<file path="config.mk">
export PLATFORM = sky130hd
export DESIGN_NAME = serial_adc_seq
export DESIGN_NICKNAME = d
export VERILOG_FILES = /design/src/rtl/sadc_pkg.sv /design/src/rtl/sadc_cs_filter.sv /design/src/rtl/sadc_edge_det.sv /design/src/rtl/sadc_chan_mux.sv /design/src/rtl/sadc_sar.sv /design/src/rtl/serial_adc_seq.sv
export SDC_FILE = /design/constraint.sdc
export NUM_CORES = 1
export LEC_CHECK = 0
export BUFFER_PORTS_ARGS = -buffer_cell sky130_fd_sc_hd__buf_4
export CAP_MARGIN = 20
export CORE_ASPECT_RATIO = 1.4
export CORE_UTILIZATION = 56
export CTS_BUF_LIST = sky130_fd_sc_hd__clkbuf_8
export DETAILED_ROUTE_END_ITERATION = 6
export PLACE_DENSITY = 0.9
export SYNTH_ARGS = -nofsm -noshare
export SYNTH_HDL_FRONTEND = slang
export SYNTH_SLANG_ARGS = --single-unit
</file>
<file path="constraint.sdc">
create_clock -name clk_i -period 3 [get_ports clk_i]
set_clock_uncertainty 0.05 [all_clocks]
set_input_delay 0.3 -clock clk_i [delete_from_list [all_inputs] [get_ports clk_i]]
set_output_delay 0.3 -clock clk_i [all_outputs]
set_load 0.1 [all_outputs]
</file>
<file path="src/rtl/sadc_pkg.sv">
package sadc_pkg;
  typedef enum logic [1:0] {
    ST_IDLE,
    ST_SHIFT,
    ST_SAMPLE,
    ST_CONV
  } sadc_state_e;
endpackage

</file>
<file path="src/rtl/sadc_cs_filter.sv">
module sadc_cs_filter #(
  parameter int QUAL = 3
) (
  input  logic clk_i,
  input  logic rst_ni,
  input  logic cs_ni,
  output logic active_o,
  output logic rec_o
);
  localparam int CW = $clog2(QUAL + 1);

  logic [CW-1:0] cnt_q;
  logic          act_q;

  assign rec_o    = !cs_ni && !act_q && (cnt_q == CW'(QUAL - 1));
  assign active_o = act_q;

  always_ff @(posedge clk_i or negedge rst_ni) begin
    if (!rst_ni) begin
      cnt_q <= '0;
      act_q <= 1'b0;
    end else if (cs_ni) begin
      cnt_q <= '0;
      act_q <= 1'b0;
    end else if (rec_o) begin
      act_q <= 1'b1;
    end else if (!act_q) begin
      cnt_q <= cnt_q + 1'b1;
    end
  end
endmodule

</file>
<file path="src/rtl/sadc_edge_det.sv">
module sadc_edge_det (
  input  logic clk_i,
  input  logic rst_ni,
  input  logic sig_i,
  output logic rise_o,
  output logic fall_o
);
  logic sig_q;

  always_ff @(posedge clk_i or negedge rst_ni) begin
    if (!rst_ni) sig_q <= 1'b0;
    else         sig_q <= sig_i;
  end

  assign rise_o = sig_i & ~sig_q;
  assign fall_o = ~sig_i & sig_q;
endmodule

</file>
<file path="src/rtl/sadc_chan_mux.sv">
module sadc_chan_mux #(
  parameter int                DATA_W    = 8,
  parameter int                ADDR_W    = 4,
  parameter int                NUM_CH    = 11,
  parameter logic [DATA_W-1:0] SELF_CODE = 8'h80
) (
  input  logic [ADDR_W-1:0]        sel_i,
  input  logic [NUM_CH*DATA_W-1:0] codes_i,
  output logic [DATA_W-1:0]        code_o
);
  always_comb begin
    code_o = SELF_CODE;
    for (int i = 0; i < NUM_CH; i++) begin
      if (sel_i == ADDR_W'(i)) code_o = codes_i[i*DATA_W +: DATA_W];
    end
  end
endmodule

</file>
<file path="src/rtl/sadc_sar.sv">
module sadc_sar #(
  parameter int DATA_W = 8
) (
  input  logic              clk_i,
  input  logic              rst_ni,
  input  logic              load_i,
  input  logic [DATA_W-1:0] code_i,
  input  logic              step_i,
  output logic [DATA_W-1:0] result_o
);
  logic [DATA_W-1:0] hold_q, sar_q, mask_q;
  logic [DATA_W-1:0] trial;

  assign trial    = sar_q | mask_q;
  assign result_o = sar_q;

  always_ff @(posedge clk_i or negedge rst_ni) begin
    if (!rst_ni) begin
      hold_q <= '0;
      sar_q  <= '0;
      mask_q <= '0;
    end else if (load_i) begin
      hold_q <= code_i;
      sar_q  <= '0;
      mask_q <= {1'b1, {(DATA_W-1){1'b0}}};
    end else if (step_i && (mask_q != '0)) begin
      // keep the trial bit when the held code is not below it
      if (trial <= hold_q) sar_q <= trial;
      mask_q <= mask_q >> 1;
    end
  end
endmodule

</file>
<file path="src/rtl/serial_adc_seq.sv">
module serial_adc_seq #(
  parameter int                DATA_W    = 8,
  parameter int                ADDR_W    = 4,
  parameter int                NUM_CH    = 11,
  parameter logic [DATA_W-1:0] SELF_CODE = 8'h80,
  parameter int                CS_QUAL   = 3,
  parameter int                SAMP_CYC  = 12,
  parameter int                CONV_CYC  = 20
) (
  input  logic                     clk_i,
  input  logic                     rst_ni,
  input  logic                     cs_ni,
  input  logic                     io_clk_i,
  input  logic                     addr_i,
  input  logic [NUM_CH*DATA_W-1:0] chan_codes_i,
  output logic                     dout_o,
  output logic                     dout_en_o,
  output logic                     eoc_o
);
  import sadc_pkg::*;

  localparam int RW    = $clog2(ADDR_W + 1);
  localparam int FW    = $clog2(DATA_W);
  localparam int MAXPH = (SAMP_CYC > CONV_CYC) ? SAMP_CYC : CONV_CYC;
  localparam int PW    = $clog2(MAXPH + 1);

  sadc_state_e       state_q;
  logic [RW-1:0]     rise_cnt_q;
  logic [FW-1:0]     fall_cnt_q;
  logic [ADDR_W-1:0] addr_sr_q, ch_q;
  logic [DATA_W-1:0] out_sr_q, result_q;
  logic [PW-1:0]     phase_q;
  logic              eoc_q;

  logic cs_act, cs_rec, io_rise, io_fall;
  logic sar_load, sar_step;
  logic [DATA_W-1:0] ch_code, sar_res;

  sadc_cs_filter #(.QUAL(CS_QUAL)) u_cs (
    .clk_i    (clk_i),
    .rst_ni   (rst_ni),
    .cs_ni    (cs_ni),
    .active_o (cs_act),
    .rec_o    (cs_rec)
  );

  sadc_edge_det u_ioc (
    .clk_i  (clk_i),
    .rst_ni (rst_ni),
    .sig_i  (io_clk_i),
    .rise_o (io_rise),
    .fall_o (io_fall)
  );

  sadc_chan_mux #(
    .DATA_W    (DATA_W),
    .ADDR_W    (ADDR_W),
    .NUM_CH    (NUM_CH),
    .SELF_CODE (SELF_CODE)
  ) u_mux (
    .sel_i   (ch_q),
    .codes_i (chan_codes_i),
    .code_o  (ch_code)
  );

  assign sar_load = (state_q == ST_SAMPLE) && (phase_q == PW'(SAMP_CYC - 1));
  assign sar_step = (state_q == ST_CONV) && (phase_q < PW'(DATA_W));

  sadc_sar #(.DATA_W(DATA_W)) u_sar (
    .clk_i    (clk_i),
    .rst_ni   (rst_ni),
    .load_i   (sar_load),
    .code_i   (ch_code),
    .step_i   (sar_step),
    .result_o (sar_res)
  );

  always_ff @(posedge clk_i or negedge rst_ni) begin
    if (!rst_ni) begin
      state_q    <= ST_IDLE;
      rise_cnt_q <= '0;
      fall_cnt_q <= '0;
      addr_sr_q  <= '0;
      ch_q       <= '0;
      out_sr_q   <= '0;
      result_q   <= '0;
      phase_q    <= '0;
      eoc_q      <= 1'b1;
    end else if (cs_rec) begin
      // fresh access; also aborts any running sample or conversion
      state_q    <= ST_SHIFT;
      out_sr_q   <= result_q;
      rise_cnt_q <= '0;
      fall_cnt_q <= '0;
    end else begin
      unique case (state_q)
        ST_IDLE: ;
        ST_SHIFT: begin
          if (cs_ni) begin
            state_q <= ST_IDLE;
          end else begin
            if (io_rise && (rise_cnt_q < RW'(ADDR_W))) begin
              addr_sr_q  <= {addr_sr_q[ADDR_W-2:0], addr_i};
              rise_cnt_q <= rise_cnt_q + 1'b1;
            end
            if (io_fall) begin
              if (fall_cnt_q == FW'(DATA_W - 1)) begin
                state_q <= ST_SAMPLE;
                phase_q <= '0;
                eoc_q   <= 1'b0;
              end else begin
                out_sr_q   <= out_sr_q << 1;
                fall_cnt_q <= fall_cnt_q + 1'b1;
                if (fall_cnt_q == FW'(ADDR_W - 1)) ch_q <= addr_sr_q;
              end
            end
          end
        end
        ST_SAMPLE: begin
          if (phase_q == PW'(SAMP_CYC - 1)) begin
            state_q <= ST_CONV;
            phase_q <= '0;
          end else begin
            phase_q <= phase_q + 1'b1;
          end
        end
        ST_CONV: begin
          if (phase_q == PW'(CONV_CYC - 1)) begin
            result_q <= sar_res;
            eoc_q    <= 1'b1;
            if (cs_act && !cs_ni) begin
              state_q    <= ST_SHIFT;
              out_sr_q   <= sar_res;
              rise_cnt_q <= '0;
              fall_cnt_q <= '0;
            end else begin
              state_q <= ST_IDLE;
            end
          end else begin
            phase_q <= phase_q + 1'b1;
          end
        end
        default: state_q <= ST_IDLE;
      endcase
    end
  end

  assign dout_en_o = (state_q == ST_SHIFT);
  assign dout_o    = dout_en_o & out_sr_q[DATA_W-1];
  assign eoc_o     = eoc_q;
endmodule

</file>
After elaboration in Yosys (flattened, before gate mapping):

Index checks and enable logic that the tools add are counted.

* input bits: 93
* output and inout bits: 3
* logic and storage cells: 151
* flip-flop bits (word level): 66

* multiplexer cells: 58
* equal/unequal tests: 34
* add/sub/neg operators: 4
* reductions and logical operators: 28
* magnitude comparators: 3
* bitwise operators: 9

Operators with widths (count)
* two-way mux 8 bit: 22
* two-way mux 3 bit: 9
* two-way mux 5 bit: 5
* AND reduction 6 bit: 4
* two-way mux 2 bit: 9
* equality test 4 x 3 -> 1 bit (second input constant): 4
* case mux 8 bit (2 select lines): 1
* case mux 5 bit (3 select lines): 1
* equality test 4 bit (second input constant): 3
* inequality test 3 x 2 -> 1 bit (second input constant): 4
* case mux 3 bit (2 select lines): 2
* AND reduction 5 bit: 2
* equality test 4 x 2 -> 1 bit (second input constant): 2
* less-or-equal comparator 8 bit: 1
* inequality test 2 bit (second input constant): 4
* inequality test 4 x 2 -> 1 bit (second input constant): 2
* OR 8 bit: 1
* nonzero test 2 bit: 4
* nonzero test 8 bit: 1
* logical AND 1 bit: 7
* two-way mux 1 bit: 7
* adder 3 x 1 -> 3 bit (second input constant): 2
* equality test 2 bit (second input constant): 3
* inequality test 2 x 1 -> 1 bit (second input constant): 3
* 23 further kinds: 33

Longest topological paths before layout:

Gate-level depths: netlist of the first run.

* word-level depth: 12
* gate-level depth with buffers: 8
* gate-level depth less buffers: 8

Modules after synthesis:

From an unflattened synthesis of the first run, not the netlist that was laid out.

* cells, all modules: 446
* area, all modules: 4448.0 um^2

Modules (own cells, without submodules)
* serial_adc_seq: area an instance 1961.9 um^2, cells an instance 172, times used 1, sequential area each 952.2 um^2
* sadc_sar: area an instance 1265.0 um^2, cells an instance 119, times used 1, sequential area each 600.6 um^2
* sadc_chan_mux: area an instance 1042.2 um^2, cells an instance 138, times used 1, sequential area each 0.0 um^2
* sadc_cs_filter: area an instance 138.9 um^2, cells an instance 14, times used 1, sequential area each 75.1 um^2
* sadc_edge_det: area an instance 40.0 um^2, cells an instance 3, times used 1, sequential area each 25.0 um^2

Worst setup path after synthesis of the first run:

No wires, ideal clock.

* path type: flip-flop to output port
* from: reg state_q[1]
* to: out dout_en_o
* buffers on the path: 1
* arrival time: 1.812 ns
* required time: 2.650 ns
* path slack: 0.838 ns
* stages on the path, launching flop included: 3
* cell sequence: dfrtp_1 -> clkbuf_1 -> nor2_1

* longest elaborated chain between the ends: 1

RTL lines
* start, declared: line serial_adc_seq.sv:27 `sadc_state_e state_q;`
* start signal, assigned: line serial_adc_seq.sv:80 `state_q <= ST_IDLE;`
* start signal, assigned: line serial_adc_seq.sv:91 `state_q <= ST_SHIFT;`
* start signal, assigned: line serial_adc_seq.sv:100 `state_q <= ST_IDLE;`
* equality test 2 x 1 -> 1 bit: line serial_adc_seq.sv:148 `assign dout_en_o = (state_q == ST_SHIFT);`
* end, declared: line serial_adc_seq.sv:17 `output logic dout_en_o,`

No other way between the ends.

Worst setup path after layout of the first run:

* from: reg u_sar.sar_q[6] (netlist: u_sar.result_o[6])
* to: reg u_sar.sar_q[2] (netlist: u_sar.result_o[2])

* longest elaborated chain between the ends: 4

RTL lines
* start, declared: line sadc_sar.sv:11 `logic [DATA_W-1:0] hold_q, sar_q, mask_q;`
* start signal, assigned: line sadc_sar.sv:28 `if (trial <= hold_q) sar_q <= trial;`
* OR 8 bit: line sadc_sar.sv:14 `assign trial = sar_q | mask_q;`
* less-or-equal comparator 8 bit: line sadc_sar.sv:28
* nonzero test 2 bit (no line)
* AND reduction 2 bit (no line)

No other way between the ends.
A chain may end at the register's enable or synchronous reset.

==> metrics.md, run 1 <==
| Metric | Value |
|---|---|
| Status | finished, violations left |
| Violations in the final reports | negative hold slack |
| Vias | 3815 |
| CTS H-Tree Depth | 3 |
| Worst path cell trace | or2_2, ha_1, a21o_1, a21oi_1, o2111ai_1, o2bb2ai_1, a22o_1 |
| Commonest cells in the netlist | dfrtp_1, nand2_1, o21ai_0 |
| EDFF count, synth | 0 |
| Worst Path Required | 3.23 ns |
| Initial DRT Pass Iterations | 5 |
| Area leader, netlist | dfrtp_1 |
| Rows | 36 |
| Worst path slowest cell | o2bb2ai_1 |
| TritonCTS clock tree | built |
| DR WL/cell | roughly 16 um |
| Die width | 74.4 um |
| Most area-consuming cells after synthesis | dfrtp_1, mux2_2, o21ai_0 |
| Antenna violations before repair | 0 |
| Worst-Margin Slew | 0.797 ns |
| Logic pwr share | 29.6% |
| Worst setup EP type | register |
| Routability congestion estimate | 0.865 |
| Final nets | 645 |
| Distinct cells, synth | between 40 and 50 |
| Final setup violation count | 0 |
| Post-DP HPWL | around 8000 um |
| Die Ht | 103 um |
| All-Layer GR Usage | around 29% |
| Sw Share | 32.9% |
| Area growth, synth to finish | 23.5% |
| Flops & latches, synth | 66 |
| CTS hold repair buffers | 0 |
| First-pass GRT wire length | about 17000 um |
| CP max stage delay | approximately 0.5 ns |
| Final Hold Viols | 25 |
| Smallest hold slack | -0.0155 ns |
| Ant diodes | 0 |
| VDD IR max | 0.000226 V |
| Clk sink count | 66 |
| Period utilization | 77.8% |
| Post-CTS Setup Bufs | 0 |
| # IOs | 96 |
| DRT iter0 DRCs | 280 |
| Syn Std Cell Area | between 4000 and 5000 um^2 |
| Total global routing overflow | 0 |
| PostCTS Resize Cnt | 0 |
| Core area | roughly 7000 um^2 |
| Via-to-Cell Ratio | 5.99 |
| Critical Path AT | 2.57 ns |
| RSZ-0062 raised after global routing | no |
| PortBufs | 95 |
| Residual DRC | 0 |
| Minimum clock period | about 2.3 ns |
| P_int | roughly 1.7 mW |
| Most instantiated library cell after synthesis | dfrtp_1 |
| Crit-path max FO | 8 |
| Slew HR | 46.9% |
| Syn Nets | approximately 560 |
| Largest net degree at the start of global routing | 67 |
| Cts bufs inserted | 9 |
| Mean Syn Cell Area | 9.18 um^2 |
| Max cap viols | 0 |
| Layout cells sized above 1 | 30.6% |
| Slew Limit Fails | 0 |
| Pwr dens | 484 nW/um^2 |
| Power Total | 2.46 mW |
| Yosys warning count | 0 |
| Root buffer cell | clkbuf_8 |
| Worst Setup Start Kind | register |
| Critical path class | reg -> reg |
| Die Area | 7690 um^2 |
| Leakage | 2.50 nW |
| Cell count after synthesis | 448 |
| Starting Density | ~60% |
| Clk_lat worst skew | between 0.3 and 0.4 ns |
| Longest Clk Path Bufs | 2 |
| DRT antenna net count | 0 |
| Max Freq | 0.428 GHz |
| P_sw | 0.808 mW |
| Total Wirelength | approximately 10000 um |
| Clock network power share | 25.4% |
| Ys flop type | dfrtp_1 |
| Top-area cell type share of the netlist area | 39.6% |
| Hold WC Path Type | in -> async |
| Reg power frac | between 40 and 50% |
| Setup Total Neg Slack | 0 ns |
| Vias in the first global route | between 3000 and 4000 |
| Clock slew at reported path FFs | 0.07 ns |
| Sequential fraction of the synthesis area | 40.2% |
| Ys async rst share | 100% |
## layout make-up
class                   instances  area [um^2]
well taps                      95          119
clock buffers                   9          124
repair buffers                108          831
clock inverters                 6         35.0
multi-input cells             330         2230
inverters                      23         86.3
fillers                       518         1950
flip-flops and latches         66         1650
## power groups by stage
stage               clock (mW)  sequential [mW]  combinational [mW]
global route             0.665             1.12               0.809
global placement             0             1.11               0.687
detailed placement           0             1.12               0.722
floorplan                    0             1.09               0.494
CTS                      0.633             1.11               0.730
finish                   0.624             1.11               0.728
## layout by cell type, fill, tap and decap left out, types with 2 or more instances in the layout
cell	synthesis	layout
nand3b_1	2	2
o211ai_1	3	3
o2bb2ai_1	2	2
dfrtp_1	65	65
clkinvlp_4	0	2
a22o_1	16	16
clkinv_2	0	4
nand4_1	2	2
a22oi_1	11	11
mux2_2	28	28
or2_2	7	7
inv_1	23	23
o21ai_0	43	43
a31oi_1	7	7
nor2b_1	10	10
nor3b_1	2	2
a211o_1	5	5
nand3_1	12	12
clkbuf_8	0	9
o22ai_1	5	5
nand2b_1	7	7
or3b_1	2	2
o2111ai_1	2	2
a2111oi_0	2	2
buf_4	0	107
or3_1	6	6
nand2_1	50	50
a21oi_1	17	17
ha_1	14	14
a21o_1	3	3
nor3_1	9	9
nor2_1	25	25
o31ai_1	2	2
mux2i_1	16	16
nor3_2	2	2
a221oi_1	6	6
## registers in the layout, indices dropped and copies added (netlist names)
name and count:
out_sr_q 8, result_q 8, u_sar.hold_q 8, u_sar.mask_q 8
u_sar.result_o 8, phase_q 5, addr_sr_q 4, ch_q 4
fall_cnt_q 3, rise_cnt_q 3, state_q 2, u_cs.cnt_q 2
eoc_o 1, u_cs.active_o 1, u_ioc.sig_q 1
## logic make-up (layout without fill, tap and decap cells)
group,after synthesis,count (layout),share of synthesized area (%)
XOR/XNOR,1,1,0.213
flip-flops,66,66,40.2
multiplexers,44,44,11.6
AND/OR/NAND/NOR,141,141,17.0
AO/OA/AOI/OAI,130,130,21.2
buffers and inverters,52,146,5.57
adder cells (fa/ha/maj),14,14,4.26
## worst paths after layout
kind	startpoint	cells past startpoint	end	slack (ns)
max in group asynchronous	rst_ni	1	ch_q[0]$_DFFE_PN0P_	2.39
worst max-delay path	u_sar.result_o[6]$_DFFE_PN0P_	7	u_sar.result_o[2]$_DFFE_PN0P_	0.67
min in group clk_i	io_clk_i	1	u_ioc.sig_q$_DFF_PN0_	0.02
worst min register to register	eoc_o$_DFFE_PN1P_	2	eoc_o$_DFFE_PN1P_	0.43
worst min-delay path	rst_ni	1	out_sr_q[3]$_DFFE_PN0P_	-0.02
worst max register to register	u_sar.result_o[6]$_DFFE_PN0P_	7	u_sar.result_o[2]$_DFFE_PN0P_	0.67
## stage by stage
| step | area (um^2) | utilization (%) | hold slack [ns] | setup slack, ns | instances |
|---|---|---|---|---|---|
| global route | 5080 | 72.3 | 0.0141 | 0.516 | 637 |
| floorplan | 4110 | - | -0.0456 | 0.838 | 448 |
| finish | 5080 | 72.3 | -0.0155 | 0.665 | 637 |
| global placement | 4890 | 69.6 | 0.383 | 0.722 | 621 |
| detailed placement | 4890 | 69.6 | 0.383 | 0.664 | 621 |
| CTS | 5050 | 71.9 | 0.0154 | 0.633 | 636 |
## layer usage
metal | up-vias | share of wire, % | track usage, %
met1 | 1810 | 40 | 34.3
met3 | 29 | 6.3 | 6.49
li1 | 1802 | - | -
met4 | 0 | 4.0 | 15.5
met5 | - | 0 | 0
met2 | 174 | 50 | 48.9
## critical path: cells and delay by family, from the launching register on
family                     cells  cell delay [ns]
and+or+nand+nor                1             0.30
adders and majority gates      1             0.29
DFF                            1             0.41
AOI/OAI and AO/OA              5             1.21
(Power assumes the default switching activity.)
==> run 2, diff against run 1 <==
- ABC_AREA: default -> 1
- CORE_UTILIZATION: 56 -> 51
- PLACE_DENSITY: 0.9 -> 0.86
- clock period: 3 -> 2.1 ns (I/O delays scaled with it)
==> metrics.md, run 2 <==
| Metric | Value |
|---|---|
| DR WL/cell | around 13 um |
| TritonCTS clock tree | built |
| DP Area | about 5000 um^2 |
| VDD IR max | ~0.00071 V |
| Vias | ~4200 |
| Reg power frac | 33.8% |
| Final Hold Viols | 0 |
| P_int | 2.91 mW |
| Setup Total Neg Slack | 0 ns |
| Layout cells sized above 1 | 23.3% |
| Minimum clock period | 1.92 ns |
| RSZ-0062 raised after global routing | no |
| DRT antenna net count | 0 |
| Vias in the first global route | around 4000 |
| Worst Path Required | 2.29 ns |
| Slew Limit Fails | 0 |
| PortBufs | 95 |
| Die Ht | around 110 um |
| Flops & latches, synth | 66 |
| Crit-path max FO | 13 |
| DRT met1 WL | 3990 um |
| Logic pwr share | 41.3% |
| P_sw | 1.96 mW |
| Commonest cells in the netlist | nand2_1, inv_1, nor2_1 |
| Worst setup EP type | register |
| Cell count after synthesis | 582 |
| EDFF count, synth | 0 |
| Clock slew at reported path FFs | about 0.07 ns |
| Max cap viols | 0 |
| Smallest hold slack | about 0.055 ns |
| Final nets | 796 |
| Commonest non-fill, non-tap cells in the layout | nand2_1, buf_4, inv_1 |
| Slew HR | 45.7% |
| Total global routing overflow | 0 |
| Routability congestion estimate | between 0.8 and 0.9 |
| Yosys warning count | 0 |
| Pwr dens | 927 nW/um^2 |
| Syn Nets | 689 |
| Final setup violation count | 0 |
| Initial DRT Pass Iterations | 5 |
| Via-to-Cell Ratio | 5.26 |
| Distinct cells, synth | 36 |
| Most instantiated library cell after synthesis | nand2_1 |
| Most common cell after layout, fill and taps aside | nand2_1 |
| Critical path class | reg -> reg |
| Ys flop type | dfrtp_1 |
| Top layer in use | met4 |
| Ant diodes | 0 |
| Worst Setup Start Kind | register |
| Longest Clk Path Bufs | 2 |
| Top-area cell type share of the netlist area | slightly below 40% |
| Root buffer cell | clkbuf_8 |
| Antenna violations before repair | 0 |
| Die Area | 8400 um^2 |
| Leakage | about 2.8 nW |
| Status | finished clean |
| Largest net degree at the start of global routing | 67 |
| Ys async rst share | 100% |
| Most area-consuming cells after synthesis | dfrtp_1, nand2_1, inv_1 |
| # IOs | 96 |
| Sequential fraction of the synthesis area | roughly two fifths |
| Met2 wire length | between 5000 and 6000 um |
| Starting Density | 52.9% |
| Period utilization | 91.2% |
| Total Wirelength | roughly 11000 um |
| Cts bufs inserted | 9 |
| Final instance area | 5260 um^2 |
| Area leader, netlist | dfrtp_1 |
| Sw Share | 40.2% |
| Mean Syn Cell Area | about 7 um^2 |
| Post-CTS Setup Bufs | 0 |
| Core area | 7750 um^2 |
| Cell Count, Final, Fillers Out | 794 |
| CTS H-Tree Depth | 3 |
| Max Freq | 0.522 GHz |
| Post-DP HPWL | 8160 um |
| Area growth, synth to finish | 28.4% |
| Critical Path AT | 2.11 ns |
| Clk_lat worst skew | ~0.35 ns |
| Clock network power share | approximately 25% |
| Residual DRC | 0 |
| Clk sink count | 66 |
| Worst-Margin Slew | 0.815 ns |
| Syn Std Cell Area | 4100 um^2 |
| Placed cells | 776 |
| First-pass GRT wire length | ~17000 um |
| Hold WC Path Type | in -> reg |
| Met3 Wirelength | 529 um |
| Rows | 38 |
| Die width | between 70 and 80 um |
| All-Layer GR Usage | 26.6% |
| DRT iter0 DRCs | approximately 250 |
| Final core occ | 67.9% |
[run 2: repair_timing]
action                                 4_1_cts  5_1_grt
hold buffers                                 2        0
resized for setup                            1        7
setup endpoints to repair                    1        8
endpoints found under the hold margin       66        0
pin swaps                                    0        1
[run 2: kinds of logic (layout without fill, tap and decap cells)]
logic type	after synthesis	count (layout)	synth area share (%)
AO/OA/AOI/OAI	75	75	11.2
adder cells (fa/ha/maj)	14	14	4.28
flip-flops	66	66	40.3
XOR/XNOR	1	1	0.214
AND/OR/NAND/NOR	329	329	34.8
buffers and inverters	97	209	9.19
[run 2: per-stage QoR]
step           setup WS [ns]  power, mW
3_3_place_gp           0.159       3.58
5_1_grt               0.0369       5.24
3_5_place_dp         0.00992       3.66
6_report               0.184       4.87
4_1_cts               0.0817       4.88
2_1_floorplan         0.0905       3.04
[run 2: worst max-delay path: stages, from the launching register on]
cell	delay, ns
dfrtp_1	0.39
inv_1	0.11
nand2_1	0.12
ha_4	0.29
nand2_1	0.05
inv_1	0.08
nand2_1	0.10
o31ai_2	0.20
inv_2	0.07
nand2_4	0.11
nand2_8	0.09
nand2_1	0.09
o21ai_2	0.05
[run 2: routing by layer]
layer  vias up  global-route usage, %
met1      1875                   27.8
met5         -                      0
li1       2072                      -
met4         0                   19.4
met2       182                   47.9
met3        48                   4.30
[run 2: final cells by class]
type | instances | area, um^2
Fill cell | 638 | 2490
Clock buffer | 10 | 138
Clock inverter | 6 | 90.1
Sequential cell | 66 | 1650
Multi-Input combinational cell | 419 | 2130
Inverter | 87 | 327
Timing Repair Buffer | 106 | 801
Tap cell | 100 | 125
[run 2: path summary, 6_finish.rpt]
| check | start | cells past startpoint | end | slack (ns) |
|---|---|---|---|---|
| worst max-delay path | u_sar.result_o[7]$_DFFE_PN0P_ | 12 | u_sar.result_o[0]$_DFFE_PN0P_ | 0.18 |
| worst min-delay path | addr_i | 3 | addr_sr_q[0]$_DFFE_PN0P_ | 0.06 |
| worst max register to register | u_sar.result_o[7]$_DFFE_PN0P_ | 12 | u_sar.result_o[0]$_DFFE_PN0P_ | 0.18 |
| worst min register to register | u_sar.hold_q[7]$_DFFE_PN0P_ | 2 | u_sar.hold_q[7]$_DFFE_PN0P_ | 0.43 |
| max in group asynchronous | rst_ni | 2 | u_sar.result_o[5]$_DFFE_PN0P_ | 1.02 |
| min in group asynchronous | rst_ni | 2 | u_ioc.sig_q$_DFF_PN0_ | 0.45 |
[run 2: power groups by stage]
stage	Sequential (mW)	Clock, mW	Combinational, mW
floorplan	1.63	0	1.41
global placement	1.66	0	1.92
detailed placement	1.67	0	2.00
CTS	1.65	1.23	2.00
global route	1.68	1.28	2.28
finish	1.65	1.21	2.01
